File: config.mk
export PLATFORM = sky130hd
export DESIGN_NAME = spi_frame_seq
export DESIGN_NICKNAME = d
export VERILOG_FILES = /design/src/rtl/spi_seq_pkg.sv /design/src/rtl/spi_seq_cfg.sv /design/src/rtl/spi_seq_cnt.sv /design/src/rtl/spi_seq_fsm.sv /design/src/rtl/spi_frame_seq.sv
export SDC_FILE = /design/constraint.sdc
export NUM_CORES = 1
export LEC_CHECK = 0
export BUFFER_PORTS_ARGS = -buffer_cell sky130_fd_sc_hd__buf_2
export CAP_MARGIN = 5
export CORE_UTILIZATION = 51
export DETAILED_ROUTE_END_ITERATION = 10
export GPL_TIMING_DRIVEN = 0
export PLACE_DENSITY_LB_ADDON = 0.3
export SLEW_MARGIN = 20
export SYNTH_ARGS = -nofsm -noshare
export SYNTH_HDL_FRONTEND = slang
export SYNTH_SLANG_ARGS = --single-unit
File: constraint.sdc
create_clock -name clk -period 3.9 [get_ports clk]
set_input_delay 0.585 -clock clk [delete_from_list [all_inputs] [get_ports clk]]
set_output_delay 0.585 -clock clk [all_outputs]
set_load 0.01 [all_outputs]
File: src/rtl/spi_seq_pkg.sv
package spi_seq_pkg;
  localparam int CFG_W    = 32;
  localparam int EN_BIT   = 0;
  localparam int HOLD_BIT = 26;
  localparam int SRST_BIT = 31;
  localparam int CNT_LSB  = 8;
  localparam int CNT_W    = 16;
  localparam int FSZ_W    = 6;

  localparam logic [CFG_W-1:0] CFG_RST = 32'h8000_0102;
  localparam logic [FSZ_W-1:0] FSZ_RST = 6'd4;

  typedef enum logic [2:0] {
    ST_IDLE,
    ST_ASSERT,
    ST_XFER,
    ST_STORE,
    ST_DEASSERT
  } seq_state_t;
endpackage

File: src/rtl/spi_seq_cfg.sv
module spi_seq_cfg
  import spi_seq_pkg::*;
#(
  parameter int FSZ_MAX = 32
) (
  input  logic             clk,
  input  logic             rst,
  input  logic             cfg_wr,
  input  logic [CFG_W-1:0] cfg_wdata,
  input  logic             fsz_wr,
  input  logic [FSZ_W-1:0] fsz_wdata,
  output logic [CFG_W-1:0] cfg_q,
  output logic [FSZ_W-1:0] fsz_q,
  output logic             soft_rst
);
  logic fsz_ok;

  assign soft_rst = cfg_wr & cfg_wdata[SRST_BIT];
  assign fsz_ok   = fsz_wr & ~cfg_q[EN_BIT] & (int'(fsz_wdata) <= FSZ_MAX);

  always_ff @(posedge clk) begin
    if (rst || soft_rst) begin
      cfg_q <= CFG_RST;
      fsz_q <= FSZ_RST;
    end else begin
      if (cfg_wr) cfg_q <= cfg_wdata;
      if (fsz_ok) fsz_q <= fsz_wdata;
    end
  end
endmodule

File: src/rtl/spi_seq_cnt.sv
module spi_seq_cnt #(
  parameter int W = 16
) (
  input  logic         clk,
  input  logic         rst,
  input  logic         load,
  input  logic [W-1:0] load_val,
  input  logic         dec,
  input  logic [W-1:0] reload_val,
  output logic         nz,
  output logic         last
);
  localparam logic [W-1:0] ONE = {{(W-1){1'b0}}, 1'b1};

  logic [W-1:0] cnt;

  assign nz   = |cnt;
  assign last = (cnt == ONE);

  always_ff @(posedge clk) begin
    if (rst) begin
      cnt <= ONE;
    end else if (load) begin
      cnt <= load_val;
    end else if (dec && nz) begin
      cnt <= last ? reload_val : cnt - ONE;
    end
  end
endmodule

File: src/rtl/spi_seq_fsm.sv
module spi_seq_fsm
  import spi_seq_pkg::*;
#(
  parameter int DATA_W = 32
) (
  input  logic              clk,
  input  logic              rst,
  input  logic              en,
  input  logic              hold,
  input  logic              cnt_nz,
  input  logic              cnt_last,
  output logic              cnt_dec,
  input  logic              txf_empty,
  input  logic [DATA_W-1:0] txf_rdata,
  output logic              txf_pop,
  input  logic              rxf_full,
  output logic              rxf_push,
  output logic [DATA_W-1:0] rxf_wdata,
  output logic              shf_start,
  output logic [DATA_W-1:0] shf_tx,
  input  logic              shf_done,
  input  logic [DATA_W-1:0] shf_rx,
  output logic              cs_n,
  output logic              st_txdone,
  output logic              st_rxrdy,
  output logic              ev_done,
  output logic              ev_ovf
);
  seq_state_t state;

  assign cnt_dec = (state == ST_STORE);

  always_ff @(posedge clk) begin
    if (rst) begin
      state     <= ST_IDLE;
      cs_n      <= 1'b1;
      txf_pop   <= 1'b0;
      shf_start <= 1'b0;
      shf_tx    <= '0;
      rxf_push  <= 1'b0;
      rxf_wdata <= '0;
      st_txdone <= 1'b0;
      st_rxrdy  <= 1'b0;
      ev_done   <= 1'b0;
      ev_ovf    <= 1'b0;
    end else begin
      txf_pop   <= 1'b0;
      shf_start <= 1'b0;
      rxf_push  <= 1'b0;
      ev_done   <= 1'b0;
      ev_ovf    <= 1'b0;
      case (state)
        ST_IDLE: begin
          if (en && !txf_empty && cnt_nz) begin
            cs_n      <= 1'b0;
            txf_pop   <= 1'b1;
            shf_tx    <= txf_rdata;
            st_txdone <= 1'b0;
            st_rxrdy  <= 1'b0;
            state     <= ST_ASSERT;
          end
        end
        ST_ASSERT: begin
          shf_start <= 1'b1;
          state     <= ST_XFER;
        end
        ST_XFER: begin
          if (shf_done) begin
            rxf_wdata <= shf_rx;
            state     <= ST_STORE;
          end
        end
        ST_STORE: begin
          if (rxf_full) ev_ovf <= 1'b1;
          else          rxf_push <= 1'b1;
          if (cnt_last) begin
            cs_n      <= 1'b1;
            st_txdone <= 1'b1;
            st_rxrdy  <= 1'b1;
            ev_done   <= 1'b1;
            state     <= ST_DEASSERT;
          end else if (!hold) begin
            cs_n  <= 1'b1;
            state <= ST_DEASSERT;
          end else begin
            state <= ST_IDLE;
          end
        end
        ST_DEASSERT: state <= ST_IDLE;
        default:     state <= ST_IDLE;
      endcase
    end
  end
endmodule

File: src/rtl/spi_frame_seq.sv
module spi_frame_seq
  import spi_seq_pkg::*;
#(
  parameter int DATA_W  = 32,
  parameter int FSZ_MAX = 32
) (
  input  logic              clk,
  input  logic              rst,
  input  logic              cfg_wr,
  input  logic [31:0]       cfg_wdata,
  input  logic              fsz_wr,
  input  logic [5:0]        fsz_wdata,
  output logic [31:0]       cfg_q,
  output logic [5:0]        fsz_q,
  input  logic              txf_empty,
  input  logic [DATA_W-1:0] txf_rdata,
  output logic              txf_pop,
  input  logic              rxf_full,
  output logic              rxf_push,
  output logic [DATA_W-1:0] rxf_wdata,
  output logic              shf_start,
  output logic [DATA_W-1:0] shf_tx,
  input  logic              shf_done,
  input  logic [DATA_W-1:0] shf_rx,
  output logic              cs_n,
  output logic              st_txdone,
  output logic              st_rxrdy,
  output logic              ev_done,
  output logic              ev_ovf
);
  logic soft_rst;
  logic loc_rst;
  logic cnt_load;
  logic cnt_dec;
  logic cnt_nz;
  logic cnt_last;

  assign loc_rst  = rst | soft_rst;
  assign cnt_load = cfg_wr & ~cfg_wdata[SRST_BIT];

  spi_seq_cfg #(.FSZ_MAX(FSZ_MAX)) u_cfg (
    .clk       (clk),
    .rst       (rst),
    .cfg_wr    (cfg_wr),
    .cfg_wdata (cfg_wdata),
    .fsz_wr    (fsz_wr),
    .fsz_wdata (fsz_wdata),
    .cfg_q     (cfg_q),
    .fsz_q     (fsz_q),
    .soft_rst  (soft_rst)
  );

  spi_seq_cnt #(.W(CNT_W)) u_cnt (
    .clk        (clk),
    .rst        (loc_rst),
    .load       (cnt_load),
    .load_val   (cfg_wdata[CNT_LSB +: CNT_W]),
    .dec        (cnt_dec),
    .reload_val (cfg_q[CNT_LSB +: CNT_W]),
    .nz         (cnt_nz),
    .last       (cnt_last)
  );

  spi_seq_fsm #(.DATA_W(DATA_W)) u_fsm (
    .clk       (clk),
    .rst       (loc_rst),
    .en        (cfg_q[EN_BIT]),
    .hold      (cfg_q[HOLD_BIT]),
    .cnt_nz    (cnt_nz),
    .cnt_last  (cnt_last),
    .cnt_dec   (cnt_dec),
    .txf_empty (txf_empty),
    .txf_rdata (txf_rdata),
    .txf_pop   (txf_pop),
    .rxf_full  (rxf_full),
    .rxf_push  (rxf_push),
    .rxf_wdata (rxf_wdata),
    .shf_start (shf_start),
    .shf_tx    (shf_tx),
    .shf_done  (shf_done),
    .shf_rx    (shf_rx),
    .cs_n      (cs_n),
    .st_txdone (st_txdone),
    .st_rxrdy  (st_rxrdy),
    .ev_done   (ev_done),
    .ev_ovf    (ev_ovf)
  );
endmodule

==> impl_metrics.tcl, run 1 <==
set metrics [dict create \
    status "finished, final reports clean" \
    cpLargestDelayFamily "simple AND/OR/NAND/NOR gates" \
    dp.cells 911 \
    place_congestion 0.873 \
    start_util_pct 53.4 \
    placement.io_buffers 218 \
    cts-root-buf "clkbuf_8" \
    diodes 0 \
    synth.distinct_cells 44 \
    required_ns 4.29 \
    die_w_um 101 \
    synth_top_cell_by_area "dfxtp_1" \
    hold_path_class "input port to flop" \
    grt_pass1_vias 4845 \
    dieArea_um2 10300 \
    netlist_area_um2 5030 \
    syn_nets 675 \
    synth_seq_cells 128 \
    post_drt_wl_per_cell_um 15.4 \
    setup_viol 0 \
    vias_per_cell 5.25 \
    drive_gt1_share_pct 32.2 \
    grt_pass1_wl_um 22700 \
    fin_ws_ns 1.07 \
    fmax_mhz 353 \
    max-vdd-ir-drop_uv 305 \
    die_h_um 101 \
    end_kind "flop" \
    vias 4953 \
    path_class "flop to flop" \
    yosysWarnings 0 \
    ys_seq_area_share_pct 51.0 \
    rows 35 \
    place_ws_ns 1.27 \
    grt_setup_unrepaired "no" \
    grt_max_degree 17 \
    finalNonFillerCells 943 \
    netlist.area_leader.share_pct 51.0 \
    first_pass_iters 4 \
    finalCritPeriodShare_pct 72.7 \
    grt_usage_pct 28.5 \
    cts.path.max_buffers 2 \
    hpwl_um 10800 \
    cellPowerDensity_nw_per_um2 460 \
    path_buf_inv 3 \
    maxCapViolations 0 \
    drc 0 \
    path_max_fanout 10 \
    finalCriticalPeriod_ns 2.83 \
    synth.area.top_cells "dfxtp_1 (51%), mux2i_1 (14%), nand2_1 (6.5%)" \
    grt_antenna_before_repair 0 \
    core-area_um2 9420 \
    crit_top_cell "clkbuf_1" \
    drtIter0Drc 219 \
    post-cts-setup-buffer-count 0 \
    ant_nets 0 \
    overflow 0 \
    ctsResizeCount 0 \
    max_slew.worst_pin.slew_ns 0.794 \
    syn_to_final_growth_pct 35.8 \
    cp-start-kind "flop" \
    avgSynthCellArea_um2 8.91 \
    power_w 0.00314 \
    crit_chain "inv_1 > ha_1 > nor3b_1 > nand4_1 > and2_1 > clkbuf_1 > clkbuf_1 > a211oi_1 > nor3_1" \
    maxSlewViolCount 0 \
    r2r_slack_ns 1.07 \
    maxSlewHeadroom_pct 47.1 \
    finClkSkew_ns 0.00985 \
    cts_hold_buf 0 \
    routed_wl_um 14600 \
    htree_levels 4 \
    power.leakage_nw 3.45 \
    arrival_ns 3.23 \
    numClockSinks 128 \
    clk_pin_slew_ns 0.06 \
    hold_violations 0 \
    cts_tree "done" \
    clkLatencyLatePin_ns 0.52 \
    tns_ns 0 \
    slowest_stage "nor3b_1" \
    nets 912 \
    max_stage_delay_ns 0.53 \
    ios 219 \
    cts_buffers 17 \
    synthCells 564 \
]
[cell families (layout without fill, tap and decap cells)]
family	count (synthesis)	count (layout)	share of synthesized area (%)
XOR/XNOR	5	5	0.871
adder cells (fa/ha/maj)	2	2	0.498
AND/OR/NAND/NOR	214	214	18.2
buffers and inverters	47	297	3.91
flip-flops	128	128	51.0
AO/OA/AOI/OAI	98	98	11.6
multiplexers	70	70	13.9
[stage by stage]
step	area (um2)	hold slack, ns	util (%)
global placement	6280	0.439	66.7
global route	6830	0.218	72.5
detailed placement	6280	0.447	66.7
CTS	6830	0.222	72.5
floorplan	5030	0.444	-
finish	6830	0.240	72.5
[final timing paths]
check	end	start	depth (start not counted)
worst min-delay path	u_fsm.rxf_push$_SDFF_PP0_	rxf_full	2
worst max-delay path	u_cnt.cnt[8]$_SDFFE_PP0P_	u_cnt.cnt[0]$_SDFFE_PP1P_	9
worst min register to register	u_fsm.rxf_wdata[30]$_SDFFE_PP0P_	u_fsm.rxf_wdata[30]$_SDFFE_PP0P_	2
worst max register to register	u_cnt.cnt[8]$_SDFFE_PP0P_	u_cnt.cnt[0]$_SDFFE_PP1P_	9
[state kept, by name (all words and copies together) (netlist names), 3 cells and up]
| signal | count |
|---|---|
| u_cfg.fsz_q | 6 |
| u_fsm.state | 3 |
| u_fsm.rxf_wdata | 32 |
| u_cfg.cfg_q | 32 |
| u_cnt.cnt | 16 |
| u_fsm.shf_tx | 32 |
[cells in the mapped netlist]
master / instances
a211o_1: 1
a211oi_1: 4
a21o_1: 2
a21oi_1: 46
a221o_1: 1
a2bb2oi_1: 9
a31oi_1: 1
a32o_1: 1
and2_1: 1
and3_1: 3
buf_1: 6
buf_2: 3
buf_4: 4
clkbuf_1: 27
clkbuf_2: 1
dfxtp_1: 128
ha_1: 2
inv_1: 6
mux2i_1: 70
nand2_1: 87
nand2b_1: 2
nand3_1: 4
nand3b_1: 1
nand4_1: 3
nor2_1: 83
nor2b_1: 1
nor3_1: 10
nor3b_1: 2
nor4_1: 7
nor4b_1: 1
o211ai_1: 4
o21ai_0: 20
o21ai_1: 1
o22ai_1: 2
o31ai_1: 4
o32ai_1: 2
or2_2: 1
or3_1: 2
or3_2: 1
or3b_2: 1
or4_1: 3
or4_4: 1
xnor2_1: 2
xor2_1: 3
[worst reg2reg max path, stage by stage (launching register included)]
cell	delay [ns]
dfxtp_1	0.35
inv_1	0.10
ha_1	0.20
nor3b_1	0.53
nand4_1	0.33
and2_1	0.24
clkbuf_1	0.21
clkbuf_1	0.34
a211oi_1	0.33
nor3_1	0.09
[cells in the final DEF, fill, tap and decap left out, drive strengths merged, types with 7 or more instances in the layout]
cell type and count:
buf 231, dfxtp 128, nand2 87, nor2 83, mux2i 70, a21oi 46, clkbuf 46, o21ai 21
inv 14, nor3 10, a2bb2oi 9, nor4 7
[metal layers]
metal	track usage (%)	routed length [um]
met5	0	0
met4	11.9	342
met3	8.70	1050
met2	50.4	7360
met1	31.9	5810
[cell type report]
class | instances | area (um2)
Timing Repair Buffer | 218 | 1090
Inverter | 6 | 22.5
Clock buffer | 18 | 428
Multi-Input combinational cell | 389 | 2270
Tap cell | 129 | 161
Fill cell | 721 | 2590
Clock inverter | 14 | 120
Sequential cell | 128 | 2560
Buffer | 41 | 174
[power breakdown]
group          internal, W  switching (W)
Clock             0.000818       0.000640
Combinational     0.000136       0.000183
Sequential         0.00134      0.0000254
(Power assumes the default switching activity.)
==> inputs of run 2 (changes only) <==
--- a/config.mk
+++ b/config.mk
@@ -7,7 +7,7 @@
 export LEC_CHECK = 0
 export BUFFER_PORTS_ARGS = -buffer_cell sky130_fd_sc_hd__buf_2
 export CAP_MARGIN = 5
-export CORE_UTILIZATION = 51
+export CORE_UTILIZATION = 43
 export DETAILED_ROUTE_END_ITERATION = 10
 export GPL_TIMING_DRIVEN = 0
 export PLACE_DENSITY_LB_ADDON = 0.3
==> constraint.sdc (replaced) <==
create_clock -name clk -period 2.5 [get_ports clk]
set_input_delay 0.375 -clock clk [delete_from_list [all_inputs] [get_ports clk]]
set_output_delay 0.375 -clock clk [all_outputs]
set_load 0.01 [all_outputs]
==> run 2 against run 1 <==
Net effect: worst hold slack lost 0.099 ns; sequential share of layout area shrank 0.40 points; combinational power is 55% higher; via count increased by 0.26%; design area is 1.1% higher.
==> impl_metrics.tcl, run 2 (synthesis results as in run 1) <==
set metrics [dict create \
    status "finished, final reports clean" \
    path_class "flop to flop" \
    dieArea_um2 12100 \
    required_ns 2.81 \
    slowest_stage "or4_4" \
    grt_max_degree 17 \
    vias_per_cell 5.19 \
    cts_hold_buf 0 \
    ant_nets 0 \
    first_pass_iters 6 \
    cts.path.max_buffers 2 \
    layout_common_cells "buf_2 (219), dfxtp_1 (128), nand2_1 (87)" \
    finalCritPeriodShare_pct 95.1 \
    htree_levels 4 \
    hold_violations 0 \
    cts_buffers 17 \
    overflow 0 \
    power_w 0.00502 \
    post_drt_wl_per_cell_um 15.5 \
    maxSlewHeadroom_pct 44.4 \
    syn_to_final_growth_pct 37.3 \
    max-vdd-ir-drop_uv 480 \
    drc 0 \
    hpwl_um 10800 \
    path_buf_inv 1 \
    clkLatencyLatePin_ns 0.42 \
    cts-root-buf "clkbuf_16" \
    cellPowerDensity_nw_per_um2 728 \
    finClkSkew_ns 0.00564 \
    start_util_pct 44.0 \
    path_max_fanout 5 \
    placement.io_buffers 218 \
    r2r_slack_ns 0.12 \
    hold_slack_ns 0.140 \
    clk_pin_slew_ns 0.05 \
    cpLargestDelayFamily "simple AND/OR/NAND/NOR gates" \
    die_h_um 110 \
    arrival_ns 2.69 \
    hold_depth 2 \
    end_kind "flop" \
    nets 911 \
    rr_startpoint "u_cnt.cnt[0]$_SDFFE_PP1P_" \
    reg2reg_to "u_cnt.cnt[14]$_SDFFE_PP0P_" \
    top_regs "u_cfg.cfg_q: 32 flops, u_fsm.rxf_wdata: 32 flops, u_fsm.shf_tx: 32 flops" \
    hold_start "rxf_full" \
    drtIter0Drc 253 \
    reg2reg_depth 7 \
    utilization_pct 60.4 \
    final_common_cell "buf_2" \
    crit_chain "inv_1 > ha_1 > or3b_2 > or4_4 > o21ai_1 > a21oi_1 > o32ai_1" \
    maxSlewViolCount 0 \
    min_to "u_fsm.rxf_push$_SDFF_PP0_" \
    drive_gt1_share_pct 32.2 \
    cp-start-kind "flop" \
    routed_wl_um 14900 \
    place_congestion 0.877 \
    power.leakage_nw 3.48 \
    hold_path_class "input port to flop" \
    grt_pass1_wl_um 22200 \
    fmax_mhz 420 \
    setup_viol 0 \
    max_slew.worst_pin.slew_ns 0.834 \
    maxCapViolations 0 \
    grt_usage_pct 24.2 \
    numClockSinks 128 \
    ios 219 \
    die_w_um 110 \
    post-cts-setup-buffer-count 0 \
    grt_antenna_before_repair 0 \
    cts_tree "done" \
    core-area_um2 11400 \
    finalCriticalPeriod_ns 2.38 \
    fill_cells 1059 \
    grt_pass1_vias 4700 \
    rows 39 \
    tns_ns 0 \
    max_stage_delay_ns 0.57 \
    vias 4966 \
]
## run 2: cell types whose count changed in the layout (fill, tap and decap cells not counted), sizes merged
cell	previous run	this run
buf	231	232
clkinvlp	1	0
inv	14	6
clkbuf	46	53
clkinv	5	4
bufinv	0	1
diode	0	1
## run 2: worst max-delay path by stage
stage | startpoint | endpoint | slack [ns] | depth (start not counted)
floorplan | u_cnt.cnt[0]$_SDFFE_PP1P_ | u_cnt.cnt[14]$_SDFFE_PP0P_ | 0.42 | 7
global placement | u_cnt.cnt[0]$_SDFFE_PP1P_ | u_cnt.cnt[4]$_SDFFE_PP0P_ | -0.15 | 9
detailed placement | u_cnt.cnt[0]$_SDFFE_PP1P_ | u_fsm.shf_tx[27]$_SDFFE_PP0P_ | -0.14 | 9
CTS | u_cnt.cnt[11]$_SDFFE_PP0P_ | u_fsm.shf_tx[27]$_SDFFE_PP0P_ | 0.01 | 7
global route | u_cnt.cnt[0]$_SDFFE_PP1P_ | u_fsm.shf_tx[14]$_SDFFE_PP0P_ | -0.006 | 9
finish | u_cnt.cnt[0]$_SDFFE_PP1P_ | u_cnt.cnt[14]$_SDFFE_PP0P_ | 0.12 | 7
## run 2: repair_timing
action	CTS	global route
cloned	0	0
setup endpoints to repair	37	41
gates resized for setup	2	10
## run 2: layout make-up
cell class                 count  area [um2]  share of cell area [%]
sequential                   128        2560                    37.1
clock buffer                  27         523                    7.58
timing repair buffer         218        1090                    15.8
antenna                        1        2.50                  0.0363
inverter                       6        22.5                   0.326
clock inverter                 5        50.0                   0.725
multi-input combinational    389        2290                    33.2
tap                          143         179                    2.59
buffer                        40         179                    2.59
## run 2: report_power, final
group          total [W]  switching (W)  internal, W
sequential       0.00214      0.0000428      0.00209
clock            0.00239       0.000869      0.00152
combinational   0.000496       0.000281     0.000214
## run 2: layer usage
| layer | vias to the layer above | global-route usage [%] | share of wire (%) |
|---|---|---|---|
| met1 | 2333 | 28.1 | 41 |
| met4 | 0 | 11.9 | 2.5 |
| li1 | 2402 | - | - |
| met5 | - | 0 | 0 |
| met3 | 31 | 7.05 | 6.7 |
| met2 | 200 | 40.6 | 49 |
## run 2: metrics by stage
stage          std cells  setup slack (ns)  instance area (um2)
3_3_place_gp         925            -0.150                 6300
3_5_place_dp         925            -0.141                 6300
6_report             957             0.121                 6900
2_1_floorplan        564             0.422                 5030
4_1_cts              957           0.00963                 6880
5_1_grt              956          -0.00631                 6900
==> inputs of run 3 (changes only) <==
--- a/config.mk
+++ b/config.mk
@@ -5,12 +5,13 @@
 export SDC_FILE = /design/constraint.sdc
 export NUM_CORES = 1
 export LEC_CHECK = 0
+export ABC_AREA = 1
 export BUFFER_PORTS_ARGS = -buffer_cell sky130_fd_sc_hd__buf_2
 export CAP_MARGIN = 5
-export CORE_UTILIZATION = 43
+export CORE_UTILIZATION = 44
 export DETAILED_ROUTE_END_ITERATION = 10
 export GPL_TIMING_DRIVEN = 0
-export PLACE_DENSITY_LB_ADDON = 0.3
+export PLACE_DENSITY = 0.76
 export SLEW_MARGIN = 20
 export SYNTH_ARGS = -nofsm -noshare
 export SYNTH_HDL_FRONTEND = slang
==> run 3 against run 2 <==
Net effect: count of clock-buffer cells in the layout shrank 7; register-to-register slack gained 0.40 ns; maximum frequency grew 20%; via count grew 16%; sequential share of layout area shrank 2.5 points; combinational power grew 34%; sequential cell count is the same; synthesized area grew 9.7%; worst hold slack lost 0.014 ns; largest cell class unchanged; highest routed layer unchanged.
==> impl_metrics.tcl, run 3 <==
set metrics [dict create \
    max-vdd-ir-drop_uv 609 \
    synth_seq_cells 128 \
    seqCellArea_um2 2560 \
    synth.area.top_cells "dfxtp_1 (46%), nand2_1 (15%), nand3_1 (7.4%)" \
    finalCriticalPeriod_ns 1.98 \
    ctsResizeCount 0 \
    cp-start-kind "flop" \
    cts_buffers 17 \
    clk_pin_slew_ns 0.06 \
    synth_top_cell_by_area "dfxtp_1" \
    async_reset_ff_share_pct 0 \
    cellPowerDensity_nw_per_um2 713 \
    maxCapViolations 0 \
    yosys-top-cells-count "nand2_1 (226), dfxtp_1 (128), nand3_1 (81), a21oi_1 (79), inv_1 (72)" \
    ys_seq_area_share_pct 46.5 \
    finClkSkew_ns 0.00948 \
    crit_path_end "u_cnt.cnt[5]$_SDFFE_PP0P_" \
    maxSlewViolCount 0 \
    synthCells 762 \
    grt_pass1_vias 5520 \
    hold_start "rxf_full" \
    routed_wl_um 16400 \
    numClockSinks 128 \
    globalRouteMet2Util_pct 46.0 \
    overflow 0 \
    fill_cells 1147 \
    reg2reg_depth 11 \
    post_drt_wl_per_cell_um 13.9 \
    nets 1109 \
    hold_violations 0 \
    grt_usage_pct 26.1 \
    reg2reg_to "u_cnt.cnt[5]$_SDFFE_PP0P_" \
    fin_ws_ns 0.519 \
    layout_common_cells "nand2_1 (226), buf_2 (223), dfxtp_1 (128)" \
    grt_setup_unrepaired "no" \
    netlist.area_leader.share_pct 46.5 \
    drive_gt1_share_pct 29.9 \
    yosysWarnings 0 \
    ant_nets 0 \
    cts.path.max_buffers 2 \
    cts_tree "done" \
    gr-max-usage-layer "met2" \
    tns_ns 0 \
    finalCritPeriodShare_pct 79.2 \
    place_ws_ns 0.556 \
    use_met1_pct 28.5 \
    place_area_um2 6810 \
    ios 219 \
    hpwl_um 12100 \
    rows 40 \
    grt_antenna_before_repair 0 \
    setup_viol 0 \
    rr_startpoint "u_cnt.cnt[0]$_SDFFE_PP1P_" \
    maxSlewHeadroom_pct 47.9 \
    dieArea_um2 13000 \
    synth-main-ff-cell "dfxtp_1" \
    clkLatencyLatePin_ns 0.42 \
    top_regs "u_cfg.cfg_q: 32 flops, u_fsm.rxf_wdata: 32 flops, u_fsm.shf_tx: 32 flops" \
    syn_to_final_growth_pct 34.3 \
    placement.io_buffers 217 \
    path_class "flop to flop" \
    core-area_um2 12100 \
    path_max_fanout 7 \
    vias_per_cell 4.88 \
    drtIter0Drc 293 \
    first_pass_iters 5 \
    cp-startpoint "u_cnt.cnt[0]$_SDFFE_PP1P_" \
    grt_pass1_wl_um 26300 \
    htree_levels 4 \
    end_kind "flop" \
    final_common_cell "nand2_1" \
    max_slew.worst_pin.slew_ns 0.781 \
    start_util_pct 45.5 \
    synthMostInstantiatedCell "nand2_1" \
    grt_max_degree 17 \
    post-cts-setup-buffer-count 0 \
    diodes 0 \
    power.leakage_nw 3.67 \
    r2r_slack_ns 0.52 \
    design_area_um2 7410 \
    netlist_area_um2 5520 \
    place_congestion 0.940 \
    die_h_um 114 \
    arrival_ns 2.29 \
    vias 5749 \
    multi_input_area_um2 2440 \
    syn_nets 873 \
    die_w_um 114 \
    fmax_mhz 505 \
    drc 0 \
    synth_edf_count 0 \
    grtUsageMet3_pct 8.40 \
    cts_hold_buf 0 \
    synth.distinct_cells 31 \
    avgSynthCellArea_um2 7.24 \
    hold_path_class "input port to flop" \
    required_ns 2.81 \
    cts-root-buf "clkbuf_16" \
    status "finished, final reports clean" \
]
run 3: changes by cell type after synthesis, moves of 6 or more:
cell       previous run  this run
a21oi_1              46        79
a21oi_2               0         6
a2bb2oi_1             9         0
buf_4                 4        10
inv_1                 6        72
mux2i_1              70         0
nand2_1              87       226
nand3_1               4        81
nand3b_1              1        14
nor2_1               83        39
nor3_1               10         0
nor4_1                7         0
o21ai_0              20        36
run 3: routing by layer:
layer / share of wire [%] / wire length, um
met1: 40 / 6480
met2: 51 / 8320
met3: 7.3 / 1200
met4: 2.3 / 383
met5: 0 / 0
run 3: worst min-delay path by stage:
stage	endpoint	slack [ns]	cells after the start
detailed placement	u_fsm.rxf_wdata[3]$_SDFFE_PP0P_	0.43	2
global route	u_fsm.rxf_push$_SDFF_PP0_	0.11	2
floorplan	u_fsm.rxf_push$_SDFF_PP0_	0.45	1
global placement	u_fsm.rxf_wdata[2]$_SDFFE_PP0P_	0.43	2
finish	u_fsm.rxf_push$_SDFF_PP0_	0.13	2
CTS	u_fsm.rxf_push$_SDFF_PP0_	0.11	2
run 3: final cells by class:
| cell class | count | share of cell area (%) |
|---|---|---|
| buffer | 43 | 3.04 |
| clock buffer | 20 | 6.30 |
| clock inverter | 12 | 1.77 |
| inverter | 76 | 3.85 |
| multi-input combinational | 515 | 33.0 |
| sequential | 128 | 34.6 |
| tap | 168 | 2.84 |
| timing repair buffer | 217 | 14.7 |
run 3: where the power goes:
group          internal, W  switching [W]  total [W]
logic             0.000253       0.000410   0.000663
registers          0.00210      0.0000432    0.00214
clock network      0.00155       0.000928    0.00248
total              0.00390        0.00138    0.00528
run 3: through the flow:
stage	util (%)	power, W	hold slack [ns]	std cells
2_1_floorplan	-	0.00259	0.447	762
3_3_place_gp	56.2	0.00283	0.429	1147
3_5_place_dp	56.2	0.00284	0.434	1147
4_1_cts	61.2	0.00531	0.110	1179
5_1_grt	61.2	0.00550	0.112	1179
6_report	61.2	0.00528	0.126	1179
run 3: kinds of logic after synthesis:
group / share of synthesized area [%]
fa+ha+maj: 0.454
compound gates: 12.0
xor+xnor: 0.159
buf+inv: 9.26
flops: 46.5
simple gates: 31.6
run 3: worst max-delay path, cell delays in order (launching register included):
cell and delay [ns]:
dfxtp_1 0.31, inv_1 0.17, ha_1 0.35, nand2_4 0.11, nor2_8 0.17, nand2_4 0.09, nand3_1 0.18, inv_1 0.15
nand2_1 0.09, nand3_1 0.12, nand2_1 0.08, inv_1 0.04
